$ cat src/rtl/cdr_pkg.sv
package cdr_pkg;
  localparam int unsigned LPF_SHIFT = 8;
  localparam int unsigned DEF_ACC_W = 32;
  localparam int unsigned DEF_LOCK_N = 256;
  localparam int unsigned DEF_SHIFT_W = 5;

  typedef enum logic [1:0] {
    CLAMP_NONE = 2'd0,
    CLAMP_LOW  = 2'd1,
    CLAMP_HIGH = 2'd2
  } clamp_e;
endpackage

$ cat src/rtl/cdr_nco.sv
module cdr_nco #(
  parameter int ACC_W = 32
) (
  input  logic             clk,
  input  logic             rst_n,
  input  logic [ACC_W-1:0] ftw,
  input  logic             din,
  output logic [ACC_W-1:0] acc,
  output logic             bit_out,
  output logic             bit_stb
);
  logic [ACC_W:0]   sum;
  logic [ACC_W-1:0] acc_nxt;
  logic             wrap;
  logic             bit_nxt;

  always_comb begin
    sum     = {1'b0, acc} + {1'b0, ftw};
    acc_nxt = sum[ACC_W-1:0];
    wrap    = sum[ACC_W];
    bit_nxt = wrap ? din : bit_out;
  end

  always_ff @(posedge clk or negedge rst_n) begin
    if (!rst_n) begin
      acc     <= '0;
      bit_out <= 1'b0;
      bit_stb <= 1'b0;
    end else begin
      acc     <= acc_nxt;
      bit_out <= bit_nxt;
      bit_stb <= wrap;
    end
  end

  // a strobe marks a cycle in which the accumulator fell back
  a_r2_stb_means_wrap: assert property (@(posedge clk) disable iff (!rst_n)
    bit_stb |-> (acc < $past(acc)));
  // without a strobe the accumulator never decreased
  a_r1_no_stb_monotone: assert property (@(posedge clk) disable iff (!rst_n)
    !bit_stb |-> (acc >= $past(acc)));
  // sampled bit only moves on a strobe
  a_r2_bit_holds: assert property (@(posedge clk) disable iff (!rst_n)
    !bit_stb |-> $stable(bit_out));
endmodule

$ cat src/rtl/cdr_phase_det.sv
module cdr_phase_det #(
  parameter int ACC_W = 32
) (
  input  logic                    clk,
  input  logic                    rst_n,
  input  logic                    din,
  input  logic [ACC_W-1:0]        acc,
  output logic                    trans,
  output logic signed [ACC_W-1:0] perr
);
  localparam logic [ACC_W-1:0] HALF = {1'b1, {(ACC_W-1){1'b0}}};

  logic                    din_q;
  logic signed [ACC_W-1:0] perr_nxt;

  always_comb begin
    trans    = din ^ din_q;
    perr_nxt = trans ? $signed(HALF - acc) : perr;
  end

  always_ff @(posedge clk or negedge rst_n) begin
    if (!rst_n) begin
      din_q <= 1'b0;
      perr  <= '0;
    end else begin
      din_q <= din;
      perr  <= perr_nxt;
    end
  end

  // no transition seen means the error is held
  a_r4_err_hold: assert property (@(posedge clk) disable iff (!rst_n)
    (din_q == $past(din_q)) |-> $stable(perr));
endmodule

$ cat src/rtl/cdr_loop_filter.sv
module cdr_loop_filter
  import cdr_pkg::*;
#(
  parameter int ACC_W   = 32,
  parameter int SHIFT_W = 5
) (
  input  logic                    clk,
  input  logic                    rst_n,
  input  logic signed [ACC_W-1:0] perr,
  input  logic [ACC_W-1:0]        ftw_nom,
  input  logic [ACC_W-1:0]        ftw_min,
  input  logic [ACC_W-1:0]        ftw_max,
  input  logic                    loop_en,
  input  logic [SHIFT_W-1:0]      kp_shift,
  input  logic [SHIFT_W-1:0]      ki_shift,
  output logic signed [ACC_W-1:0] filt,
  output logic [ACC_W-1:0]        ftw_app
);
  localparam int EW = ACC_W + 2;
  localparam logic signed [ACC_W-1:0] I_MAX = {1'b0, {(ACC_W-1){1'b1}}};
  localparam logic signed [ACC_W-1:0] I_MIN = {1'b1, {(ACC_W-1){1'b0}}};

  logic signed [ACC_W-1:0] integ;
  logic signed [ACC_W:0]   diff;
  logic signed [ACC_W:0]   lp_step;
  logic signed [ACC_W-1:0] filt_nxt;
  logic signed [ACC_W-1:0] i_inc;
  logic signed [ACC_W:0]   i_sum;
  logic signed [ACC_W-1:0] i_sat;
  logic signed [ACC_W-1:0] integ_nxt;
  logic signed [ACC_W-1:0] prop;
  logic signed [EW-1:0]    total;
  clamp_e                  clamp;

  always_comb begin
    diff     = $signed({perr[ACC_W-1], perr}) - $signed({filt[ACC_W-1], filt});
    lp_step  = diff >>> LPF_SHIFT;
    filt_nxt = filt + $signed(lp_step[ACC_W-1:0]);

    i_inc = filt >>> ki_shift;
    i_sum = $signed({integ[ACC_W-1], integ}) + $signed({i_inc[ACC_W-1], i_inc});
    if (i_sum[ACC_W] != i_sum[ACC_W-1]) begin
      i_sat = i_sum[ACC_W] ? I_MIN : I_MAX;
    end else begin
      i_sat = $signed(i_sum[ACC_W-1:0]);
    end
    integ_nxt = loop_en ? i_sat : '0;

    prop  = filt >>> kp_shift;
    total = $signed({2'b00, ftw_nom})
          + $signed({{2{prop[ACC_W-1]}}, prop})
          + $signed({{2{integ[ACC_W-1]}}, integ});
    if (total < $signed({2'b00, ftw_min})) begin
      clamp = CLAMP_LOW;
    end else if (total > $signed({2'b00, ftw_max})) begin
      clamp = CLAMP_HIGH;
    end else begin
      clamp = CLAMP_NONE;
    end

    if (!loop_en) begin
      ftw_app = ftw_nom;
    end else begin
      case (clamp)
        CLAMP_LOW:  ftw_app = ftw_min;
        CLAMP_HIGH: ftw_app = ftw_max;
        default:    ftw_app = total[ACC_W-1:0];
      endcase
    end
  end

  always_ff @(posedge clk or negedge rst_n) begin
    if (!rst_n) begin
      filt  <= '0;
      integ <= '0;
    end else begin
      filt  <= filt_nxt;
      integ <= integ_nxt;
    end
  end

  // leaving closed loop empties the integrator
  a_r6_integ_cleared: assert property (@(posedge clk) disable iff (!rst_n)
    $fell(loop_en) |=> (integ == '0));
  // closed-loop word stays inside a well-formed window
  a_r7_in_window: assert property (@(posedge clk) disable iff (!rst_n)
    (loop_en && (ftw_min <= ftw_max)) |-> ((ftw_app >= ftw_min) && (ftw_app <= ftw_max)));
endmodule

$ cat src/rtl/cdr_lock_det.sv
module cdr_lock_det #(
  parameter int ACC_W  = 32,
  parameter int LOCK_N = 256
) (
  input  logic                    clk,
  input  logic                    rst_n,
  input  logic                    trans,
  input  logic signed [ACC_W-1:0] filt,
  input  logic [ACC_W-1:0]        lock_thr,
  output logic                    lock
);
  localparam int CW = $clog2(LOCK_N + 1);
  localparam logic [CW-1:0] LOCK_V = CW'(LOCK_N);

  logic [CW-1:0]  cnt;
  logic [CW-1:0]  cnt_nxt;
  logic           lock_nxt;
  logic [ACC_W:0] fx;
  logic [ACC_W:0] mag;
  logic           good;

  always_comb begin
    fx   = {filt[ACC_W-1], filt};
    mag  = fx[ACC_W] ? (~fx + {{ACC_W{1'b0}}, 1'b1}) : fx;
    good = mag < {1'b0, lock_thr};
    cnt_nxt  = cnt;
    lock_nxt = lock;
    if (trans) begin
      if (!good) begin
        cnt_nxt = '0;
      end else if (cnt != LOCK_V) begin
        cnt_nxt = cnt + 1'b1;
      end
      lock_nxt = (cnt_nxt == LOCK_V);
    end
  end

  always_ff @(posedge clk or negedge rst_n) begin
    if (!rst_n) begin
      cnt  <= '0;
      lock <= 1'b0;
    end else begin
      cnt  <= cnt_nxt;
      lock <= lock_nxt;
    end
  end

  // lock can only rise on a transition
  a_r8_rise_on_trans: assert property (@(posedge clk) disable iff (!rst_n)
    $rose(lock) |-> $past(trans));
  // lock holds between transitions
  a_r8_hold_quiet: assert property (@(posedge clk) disable iff (!rst_n)
    !$past(trans) |-> $stable(lock));
endmodule

$ cat src/rtl/cdr_nco_pll.sv
module cdr_nco_pll
  import cdr_pkg::*;
#(
  parameter int ACC_W   = DEF_ACC_W,
  parameter int SHIFT_W = DEF_SHIFT_W,
  parameter int LOCK_N  = DEF_LOCK_N
) (
  input  logic               clk,
  input  logic               rst_n,
  input  logic               din,
  input  logic [ACC_W-1:0]   ftw_nom,
  input  logic [ACC_W-1:0]   ftw_min,
  input  logic [ACC_W-1:0]   ftw_max,
  input  logic               loop_en,
  input  logic [SHIFT_W-1:0] kp_shift,
  input  logic [SHIFT_W-1:0] ki_shift,
  input  logic [ACC_W-1:0]   lock_thr,
  output logic               bit_out,
  output logic               bit_stb,
  output logic [ACC_W-1:0]   phase_err,
  output logic               lock
);
  logic                    rst_meta;
  logic                    rst_s;
  logic [ACC_W-1:0]        acc;
  logic [ACC_W-1:0]        ftw_app;
  logic                    trans;
  logic signed [ACC_W-1:0] perr;
  logic signed [ACC_W-1:0] filt;

  always_ff @(posedge clk or negedge rst_n) begin
    if (!rst_n) begin
      rst_meta <= 1'b0;
      rst_s    <= 1'b0;
    end else begin
      rst_meta <= 1'b1;
      rst_s    <= rst_meta;
    end
  end

  cdr_nco #(.ACC_W(ACC_W)) u_nco (
    .clk(clk), .rst_n(rst_s), .ftw(ftw_app), .din(din),
    .acc(acc), .bit_out(bit_out), .bit_stb(bit_stb)
  );

  cdr_phase_det #(.ACC_W(ACC_W)) u_pd (
    .clk(clk), .rst_n(rst_s), .din(din), .acc(acc),
    .trans(trans), .perr(perr)
  );

  cdr_loop_filter #(.ACC_W(ACC_W), .SHIFT_W(SHIFT_W)) u_lf (
    .clk(clk), .rst_n(rst_s), .perr(perr), .ftw_nom(ftw_nom),
    .ftw_min(ftw_min), .ftw_max(ftw_max), .loop_en(loop_en),
    .kp_shift(kp_shift), .ki_shift(ki_shift), .filt(filt), .ftw_app(ftw_app)
  );

  cdr_lock_det #(.ACC_W(ACC_W), .LOCK_N(LOCK_N)) u_lock (
    .clk(clk), .rst_n(rst_s), .trans(trans), .filt(filt),
    .lock_thr(lock_thr), .lock(lock)
  );

  assign phase_err = perr;
endmodule

$ cat config.mk
export PLATFORM = sky130hd
export DESIGN_NAME = cdr_nco_pll
export DESIGN_NICKNAME = d
export VERILOG_FILES = /design/src/rtl/cdr_pkg.sv /design/src/rtl/cdr_nco.sv /design/src/rtl/cdr_phase_det.sv /design/src/rtl/cdr_loop_filter.sv /design/src/rtl/cdr_lock_det.sv /design/src/rtl/cdr_nco_pll.sv
export SDC_FILE = /design/constraint.sdc
export NUM_CORES = 1
export LEC_CHECK = 0
export ABC_AREA = 1
export BUFFER_PORTS_ARGS = -buffer_cell sky130_fd_sc_hd__buf_2
export CORE_ASPECT_RATIO = 0.6
export CORE_MARGIN = 2
export CORE_UTILIZATION = 63
export DETAILED_ROUTE_END_ITERATION = 16
export PLACE_DENSITY = 0.83
export SLEW_MARGIN = 20
export SYNTH_ARGS = -nofsm -noshare
export SYNTH_HDL_FRONTEND = slang
export SYNTH_SLANG_ARGS = --single-unit
$ cat constraint.sdc
create_clock -name clk -period 5.8 [get_ports clk]
set_clock_uncertainty 0.15 [all_clocks]
set_input_delay 0 -clock clk [delete_from_list [all_inputs] [get_ports clk]]
set_output_delay 0 -clock clk [all_outputs]
set_load 0.02 [all_outputs]
==> report_table.html, run 1 <==
<table>
<tr><th>Metric</th><th>Value</th></tr>
<tr><th colspan="2">Yosys</th></tr>
<tr><td>Portion of synthesized cell area occupied by the leading cell type</td><td>16.4%</td></tr>
<tr><td>Most used flip-flop cell after synthesis</td><td>sky130_fd_sc_hd__dfrtp_1</td></tr>
<tr><td>Number of distinct library cells after synthesis</td><td>68</td></tr>
<tr><td>Cell taking the most area after synthesis</td><td>sky130_fd_sc_hd__dfrtp_1</td></tr>
<tr><td>Total number of yosys warnings</td><td>0</td></tr>
<tr><td>Number of flops mapped to enable cells by yosys</td><td>0</td></tr>
<tr><td>Proportion of register bits with asynchronous set or reset after synthesis</td><td>100%</td></tr>
<tr><td>Yosys reg bits</td><td>143</td></tr>
<tr><td>Synth Instances</td><td>3,351</td></tr>
<tr><td>Average footprint of a synthesized cell</td><td>6.51 um^2</td></tr>
<tr><td>Largest cells by area after synthesis</td><td>sky130_fd_sc_hd__dfrtp_1 (16%), sky130_fd_sc_hd__ha_1 (15%), sky130_fd_sc_hd__nand2_1 (14%)</td></tr>
<tr><td>Syn nets</td><td>3,787</td></tr>
<tr><td>Synthesized cell area</td><td>21,800 um^2</td></tr>
<tr><td>Register area share after synthesis</td><td>16.4%</td></tr>
<tr><th colspan="2">Floorplan</th></tr>
<tr><td>Die X</td><td>244 um</td></tr>
<tr><td>Effective utilization at floorplan</td><td>64.3%</td></tr>
<tr><td>Die height</td><td>148 um</td></tr>
<tr><td>Cell Rows</td><td>52</td></tr>
<tr><td>Ports</td><td>177</td></tr>
<tr><th colspan="2">Outcome</th></tr>
<tr><td>Stage where the run ended</td><td>global routing (5_1_grt)</td></tr>
<tr><td>Outcome</td><td>stopped before the end</td></tr>
<tr><td>First Err</td><td>[ERROR GRT-0232] Routing congestion too high. Check the congestion heatmap in the GUI.</td></tr>
<tr><th colspan="2">STA</th></tr>
<tr><td>Endpoint pin with the least setup slack after global-route repair</td><td>u_nco.acc[12]$_DFF_PN0_/D</td></tr>
<tr><td>Pin type at the end of the worst path</td><td>sequential cell input</td></tr>
<tr><th colspan="2">Placed design</th></tr>
<tr><td>Final HPWL from detailed placement</td><td>71,200 um</td></tr>
<tr><td>RePlAce Congestion</td><td>1.09</td></tr>
<tr><td>Cell area reported after detailed placement</td><td>26,000 um^2</td></tr>
<tr><td>Placed cells</td><td>4,283</td></tr>
<tr><td>Number of port buffers</td><td>176</td></tr>
<tr><th colspan="2">Global route</th></tr>
<tr><td>Total overflow reported by the global router</td><td>177</td></tr>
<tr><td>GRT Total Usage</td><td>78.6%</td></tr>
<tr><td>Largest net degree at the start of global routing</td><td>65</td></tr>
<tr><th colspan="2">Clock network</th></tr>
<tr><td>Clk sink count</td><td>143</td></tr>
<tr><td>CTS Buffer Depth</td><td>2</td></tr>
<tr><td>H-tree levels</td><td>4</td></tr>
<tr><td>Root buffer cell</td><td>sky130_fd_sc_hd__clkbuf_16</td></tr>
<tr><td>Number of buffers created by CTS</td><td>17</td></tr>
</table>
metrics by stage:
stage	hold slack [ns]	utilization [%]	TNS (ns)	worst slack [ns]
floorplan	-0.446	-	-6.63	-0.473
detailed placement	-0.361	76.8	-44.63	-1.67
CTS	0.00122	83.5	-28.92	-1.11
global placement	-0.366	76.8	-37.16	-1.39
per-layer routing:
layer / overflow / track usage, %
met5: 1 / 55.1
met4: 46 / 66.6
met3: 13 / 68.5
met2: 102 / 90.1
met1: 15 / 82.2
synthesized netlist by cell type (4+ instances only):
cell type                    n
sky130_fd_sc_hd__nor2_2      6
sky130_fd_sc_hd__inv_2      21
sky130_fd_sc_hd__a211oi_1    6
sky130_fd_sc_hd__a21o_1     23
sky130_fd_sc_hd__nor3_2      4
sky130_fd_sc_hd__nand4_1    32
sky130_fd_sc_hd__nor4_1     14
sky130_fd_sc_hd__a31oi_1    25
sky130_fd_sc_hd__inv_1     425
sky130_fd_sc_hd__fa_1       37
sky130_fd_sc_hd__clkbuf_1   64
sky130_fd_sc_hd__buf_1       8
sky130_fd_sc_hd__ha_1      257
sky130_fd_sc_hd__a21oi_1   280
sky130_fd_sc_hd__nand2_4     5
sky130_fd_sc_hd__xor2_1    131
sky130_fd_sc_hd__nand2_2    18
sky130_fd_sc_hd__o211ai_1   18
sky130_fd_sc_hd__o21bai_1   18
sky130_fd_sc_hd__nor3_1     40
sky130_fd_sc_hd__dfrtp_1   143
sky130_fd_sc_hd__mux2i_1    54
sky130_fd_sc_hd__nand2_1   824
sky130_fd_sc_hd__buf_4       6
sky130_fd_sc_hd__a21boi_0    4
sky130_fd_sc_hd__a31o_2      4
sky130_fd_sc_hd__buf_2       6
sky130_fd_sc_hd__nand3_1   160
sky130_fd_sc_hd__or2_2       6
sky130_fd_sc_hd__o21a_1      8
sky130_fd_sc_hd__xnor2_1    55
sky130_fd_sc_hd__nand3b_1    5
sky130_fd_sc_hd__o21ai_1     7
sky130_fd_sc_hd__a22oi_1     5
sky130_fd_sc_hd__buf_6       7
sky130_fd_sc_hd__nor2_1    254
sky130_fd_sc_hd__o31ai_1     5
sky130_fd_sc_hd__o21ai_0   318
cells by family after synthesis:
family | count (synthesis) | synth area share (%)
XOR/XNOR | 186 | 7.47
AO/OA/AOI/OAI | 748 | 19.0
flip-flops | 143 | 16.4
buffers and inverters | 542 | 9.85
adder cells (fa/ha/maj) | 294 | 18.1
AND/OR/NAND/NOR | 1383 | 26.6
multiplexers | 54 | 2.48
other | 1 | 0.0172
timing repair:
action,in CTS
pin swaps,76
hold buffers,7
gates resized for setup,286
gates cloned,1
endpoints found under the setup margin,34
setup buffers,44
endpoints found under the hold margin,38
==> inputs of run 2 (changes only) <==
--- a/config.mk
+++ b/config.mk
@@ -7,11 +7,10 @@
 export LEC_CHECK = 0
 export ABC_AREA = 1
 export BUFFER_PORTS_ARGS = -buffer_cell sky130_fd_sc_hd__buf_2
-export CORE_ASPECT_RATIO = 0.6
 export CORE_MARGIN = 2
-export CORE_UTILIZATION = 63
+export CORE_UTILIZATION = 40
 export DETAILED_ROUTE_END_ITERATION = 16
-export PLACE_DENSITY = 0.83
+export PLACE_DENSITY_LB_ADDON = 0.15
 export SLEW_MARGIN = 20
 export SYNTH_ARGS = -nofsm -noshare
 export SYNTH_HDL_FRONTEND = slang
==> report_table.html, run 2 <==
<table>
<tr><th>Metric</th><th>Value</th></tr>
<tr><th colspan="2">Outcome</th></tr>
<tr><td>Outcome</td><td>finished, violations left</td></tr>
<tr><td>Violated checks</td><td>setup timing</td></tr>
<tr><th colspan="2">Critical path</th></tr>
<tr><td>Worst EP required</td><td>6.06 ns</td></tr>
<tr><td>Maximum fanout count along the critical path</td><td>6</td></tr>
<tr><td>Critical path type</td><td>reg2reg</td></tr>
<tr><td>Worst path most repeated cell</td><td>sky130_fd_sc_hd__nand2_2</td></tr>
<tr><td>Arr. time, crit path</td><td>7.32 ns</td></tr>
<tr><td>Critical-path cell with the highest stage delay</td><td>sky130_fd_sc_hd__fa_1</td></tr>
<tr><td>Longest individual stage delay on the worst path</td><td>0.53 ns</td></tr>
<tr><td>Critical Path Start Type</td><td>flip-flop</td></tr>
<tr><td>CP endpoint kind</td><td>flip-flop</td></tr>
<tr><th colspan="2">Floorplan</th></tr>
<tr><td>Die height</td><td>237 um</td></tr>
<tr><td>Area of the core region</td><td>53,800 um^2</td></tr>
<tr><td>Cell Rows</td><td>85</td></tr>
<tr><td>Effective utilization at floorplan</td><td>40.5%</td></tr>
<tr><td>DIE AREA</td><td>56,400 um^2</td></tr>
<tr><td>Ports</td><td>177</td></tr>
<tr><td>Die X</td><td>237 um</td></tr>
<tr><th colspan="2">Route</th></tr>
<tr><td>Vias per inst</td><td>5.30</td></tr>
<tr><td>Routed wire length per instance</td><td>18.7 um</td></tr>
<tr><td>Final antenna-violating net count</td><td>0</td></tr>
<tr><td>Initial drt markers</td><td>1,817</td></tr>
<tr><td>DRC violations left</td><td>0</td></tr>
<tr><td>Wirelength, routed</td><td>87,700 um</td></tr>
<tr><td>Detailed-routing iteration count for the pre-antenna-repair pass</td><td>6</td></tr>
<tr><td>Via Count</td><td>24,900</td></tr>
<tr><th colspan="2">Yosys</th></tr>
<tr><td>Register area share after synthesis</td><td>16.4%</td></tr>
<tr><td>Number of distinct library cells after synthesis</td><td>68</td></tr>
<tr><td>Number of flops mapped to enable cells by yosys</td><td>0</td></tr>
<tr><td>Synth Instances</td><td>3,351</td></tr>
<tr><td>Most used flip-flop cell after synthesis</td><td>sky130_fd_sc_hd__dfrtp_1</td></tr>
<tr><td>Syn nets</td><td>3,787</td></tr>
<tr><td>Proportion of register bits with asynchronous set or reset after synthesis</td><td>100%</td></tr>
<tr><td>Synthesized cell area</td><td>21,800 um^2</td></tr>
<tr><td>Yosys reg bits</td><td>143</td></tr>
<tr><td>Portion of synthesized cell area occupied by the leading cell type</td><td>16.4%</td></tr>
<tr><td>Cell taking the most area after synthesis</td><td>sky130_fd_sc_hd__dfrtp_1</td></tr>
<tr><td>Largest cells by area after synthesis</td><td>sky130_fd_sc_hd__dfrtp_1 (16%), sky130_fd_sc_hd__ha_1 (15%), sky130_fd_sc_hd__nand2_1 (14%)</td></tr>
<tr><td>Total number of yosys warnings</td><td>0</td></tr>
<tr><td>Top post-synthesis cells by count</td><td>sky130_fd_sc_hd__nand2_1 (824), sky130_fd_sc_hd__inv_1 (425), sky130_fd_sc_hd__o21ai_0 (318)</td></tr>
<tr><td>Average footprint of a synthesized cell</td><td>6.51 um^2</td></tr>
<tr><td>Most common cell in the synthesized netlist</td><td>sky130_fd_sc_hd__nand2_1</td></tr>
<tr><th colspan="2">Clock network</th></tr>
<tr><td>Clock tree from TritonCTS</td><td>built</td></tr>
<tr><td>Reg clk slew, reported paths</td><td>0.07 ns</td></tr>
<tr><td>H-tree levels</td><td>4</td></tr>
<tr><td>CTS Buffer Depth</td><td>2</td></tr>
<tr><td>Clock Latency Late Sink</td><td>0.51 ns</td></tr>
<tr><td>Clk sink count</td><td>143</td></tr>
<tr><td>Number of buffers created by CTS</td><td>17</td></tr>
<tr><td>Root buffer cell</td><td>sky130_fd_sc_hd__clkbuf_16</td></tr>
<tr><th colspan="2">Placed design</th></tr>
<tr><td>Number of port buffers</td><td>176</td></tr>
<tr><td>RePlAce Congestion</td><td>0.963</td></tr>
<tr><td>Cell area reported after detailed placement</td><td>26,500 um^2</td></tr>
<tr><td>Placed cells</td><td>4,553</td></tr>
<tr><td>Final HPWL from detailed placement</td><td>68,300 um</td></tr>
<tr><th colspan="2">Global route</th></tr>
<tr><td>Wire length of the first global-routing pass</td><td>131,000 um</td></tr>
<tr><td>Total overflow reported by the global router</td><td>0</td></tr>
<tr><td>Largest net degree at the start of global routing</td><td>63</td></tr>
<tr><td>Number of global-route vias before repair</td><td>23,500</td></tr>
<tr><td>GRT Total Usage</td><td>29.8%</td></tr>
<tr><td>Antenna violations before repair</td><td>1</td></tr>
<tr><th colspan="2">STA</th></tr>
<tr><td>Count of endpoints failing hold in the final timing report</td><td>0</td></tr>
<tr><td>Post-route worst setup slack</td><td>-1.27 ns</td></tr>
<tr><td>Min cycle time layout</td><td>7.07 ns</td></tr>
<tr><td>Highest achievable clock rate</td><td>0.142 GHz</td></tr>
<tr><td>Final-layout setup total negative slack</td><td>-33.65 ns</td></tr>
<tr><td>Period utilisation layout</td><td>122%</td></tr>
<tr><td>RSZ-0062 raised after global routing</td><td>true</td></tr>
<tr><td>Setup violators final</td><td>33</td></tr>
<tr><td>Worst slew margin relative to its limit</td><td>36.2%</td></tr>
<tr><td>Worst-Margin Slew</td><td>0.957 ns</td></tr>
<tr><td>Final number of max-transition violations</td><td>0</td></tr>
<tr><th colspan="2">Cells and area</th></tr>
<tr><td>Net count of the finished layout</td><td>4,422</td></tr>
<tr><td>Finished Core Util</td><td>58.1%</td></tr>
<tr><td>Area occupied by registers</td><td>3580 um^2</td></tr>
<tr><td>Top library cells by usage in the layout, fill and taps aside</td><td>sky130_fd_sc_hd__nand2_1 (690), sky130_fd_sc_hd__buf_4 (460), sky130_fd_sc_hd__inv_1 (399), sky130_fd_sc_hd__nor2_1 (228), sky130_fd_sc_hd__o21ai_0 (205)</td></tr>
<tr><td>Relative area change from synthesis to final layout</td><td>43.4%</td></tr>
<tr><td>Area of the multi-input gates</td><td>19,200 um^2</td></tr>
<tr><td>Post-route cell area</td><td>31,300 um^2</td></tr>
<tr><td>Most common cell after layout, fill and taps aside</td><td>sky130_fd_sc_hd__nand2_1</td></tr>
<tr><td>Fin cells</td><td>4,696</td></tr>
<tr><td>Fraction of final layout cells sized beyond drive strength 1</td><td>33.3%</td></tr>
<tr><td>Number of inserted filler cells in the final layout</td><td>5,132</td></tr>
<tr><th colspan="2">Worst hold path</th></tr>
<tr><td>Hold WC Path Type</td><td>in2reg</td></tr>
<tr><th colspan="2">Job</th></tr>
<tr><td>Max-Cap Viols</td><td>0</td></tr>
</table>
[run 2: cell counts after synthesis]
Identical to the previous run, type by type.
[run 2: critical path, delay by kind of cell (launching register included)]
family	cells	cell delay, ns
AND/OR/NAND/NOR	23	1.84
AO/OA/AOI/OAI	10	1.28
buffers and inverters	10	1.18
adder cells (fa/ha/maj)	5	1.59
multiplexers	1	0.21
flip-flops	1	0.38
XOR/XNOR	2	0.38
[run 2: worst paths after layout]
path / cells past startpoint / to / from / slack (ns)
max: 51 / u_nco.acc[28] / u_lf.filt[22] / -1.27
min: 6 / u_nco.acc[2] / ftw_nom[2] / 0.03
max reg2reg: 51 / u_nco.acc[28] / u_lf.filt[22] / -1.27
min reg2reg: 0 / u_lf.filt[28] / rst_s / 0.18
max in group asynchronous: 1 / u_lock.cnt[3] / rst_s / 4.06
min in group asynchronous: 0 / u_lf.filt[28] / rst_s / 0.18
[run 2: routing by layer]
layer	GRT usage, %	share of wire [%]	wire, um
met1	40.3	45	39600
met2	49.7	47	40900
met3	2.76	4.6	4040
met4	10.2	3.6	3130
met5	0	0	0
[run 2: repair_timing]
action | CTS | global route
pin swaps | 171 | 156
gates cloned | 1 | 5
endpoints found under the setup margin | 34 | 76
hold buffers | 9 | 0
hold endpoints to repair | 39 | 0
resized for setup | 421 | 302
setup buffers | 78 | 41
[run 2: logic make-up after synthesis]
family	synth area share [%]
buf+inv	9.85
other cells	0.0172
mux	2.48
flops	16.4
simple gates	26.6
compound gates	19.0
xor+xnor	7.47
fa+ha+maj	18.1
[run 2: layout make-up]
type / instances / share of cell area (%)
antenna: 1 / 0.00801
clock buffer: 18 / 1.40
clock inverter: 14 / 0.556
inverter: 449 / 5.50
multi-input combinational: 2669 / 61.5
sequential: 143 / 11.5
tap: 696 / 2.79
timing repair buffer: 704 / 16.7
timing repair inverter: 2 / 0.0720
[run 2: metrics by stage]
| step | hold WS [ns] | setup slack, ns |
|---|---|---|
| after floorplan | -0.446 | -0.473 |
| after global placement | -0.362 | -1.61 |
| after detailed placement | -0.363 | -1.66 |
| after CTS | 0.00706 | -1.09 |
| after global routing | 0.0513 | -1.60 |
| final | 0.0269 | -1.27 |
Power of run 2 is left out: the tool's default activity adds up to more than one toggle a clock period on the data nets, which glitch-free logic cannot reach.
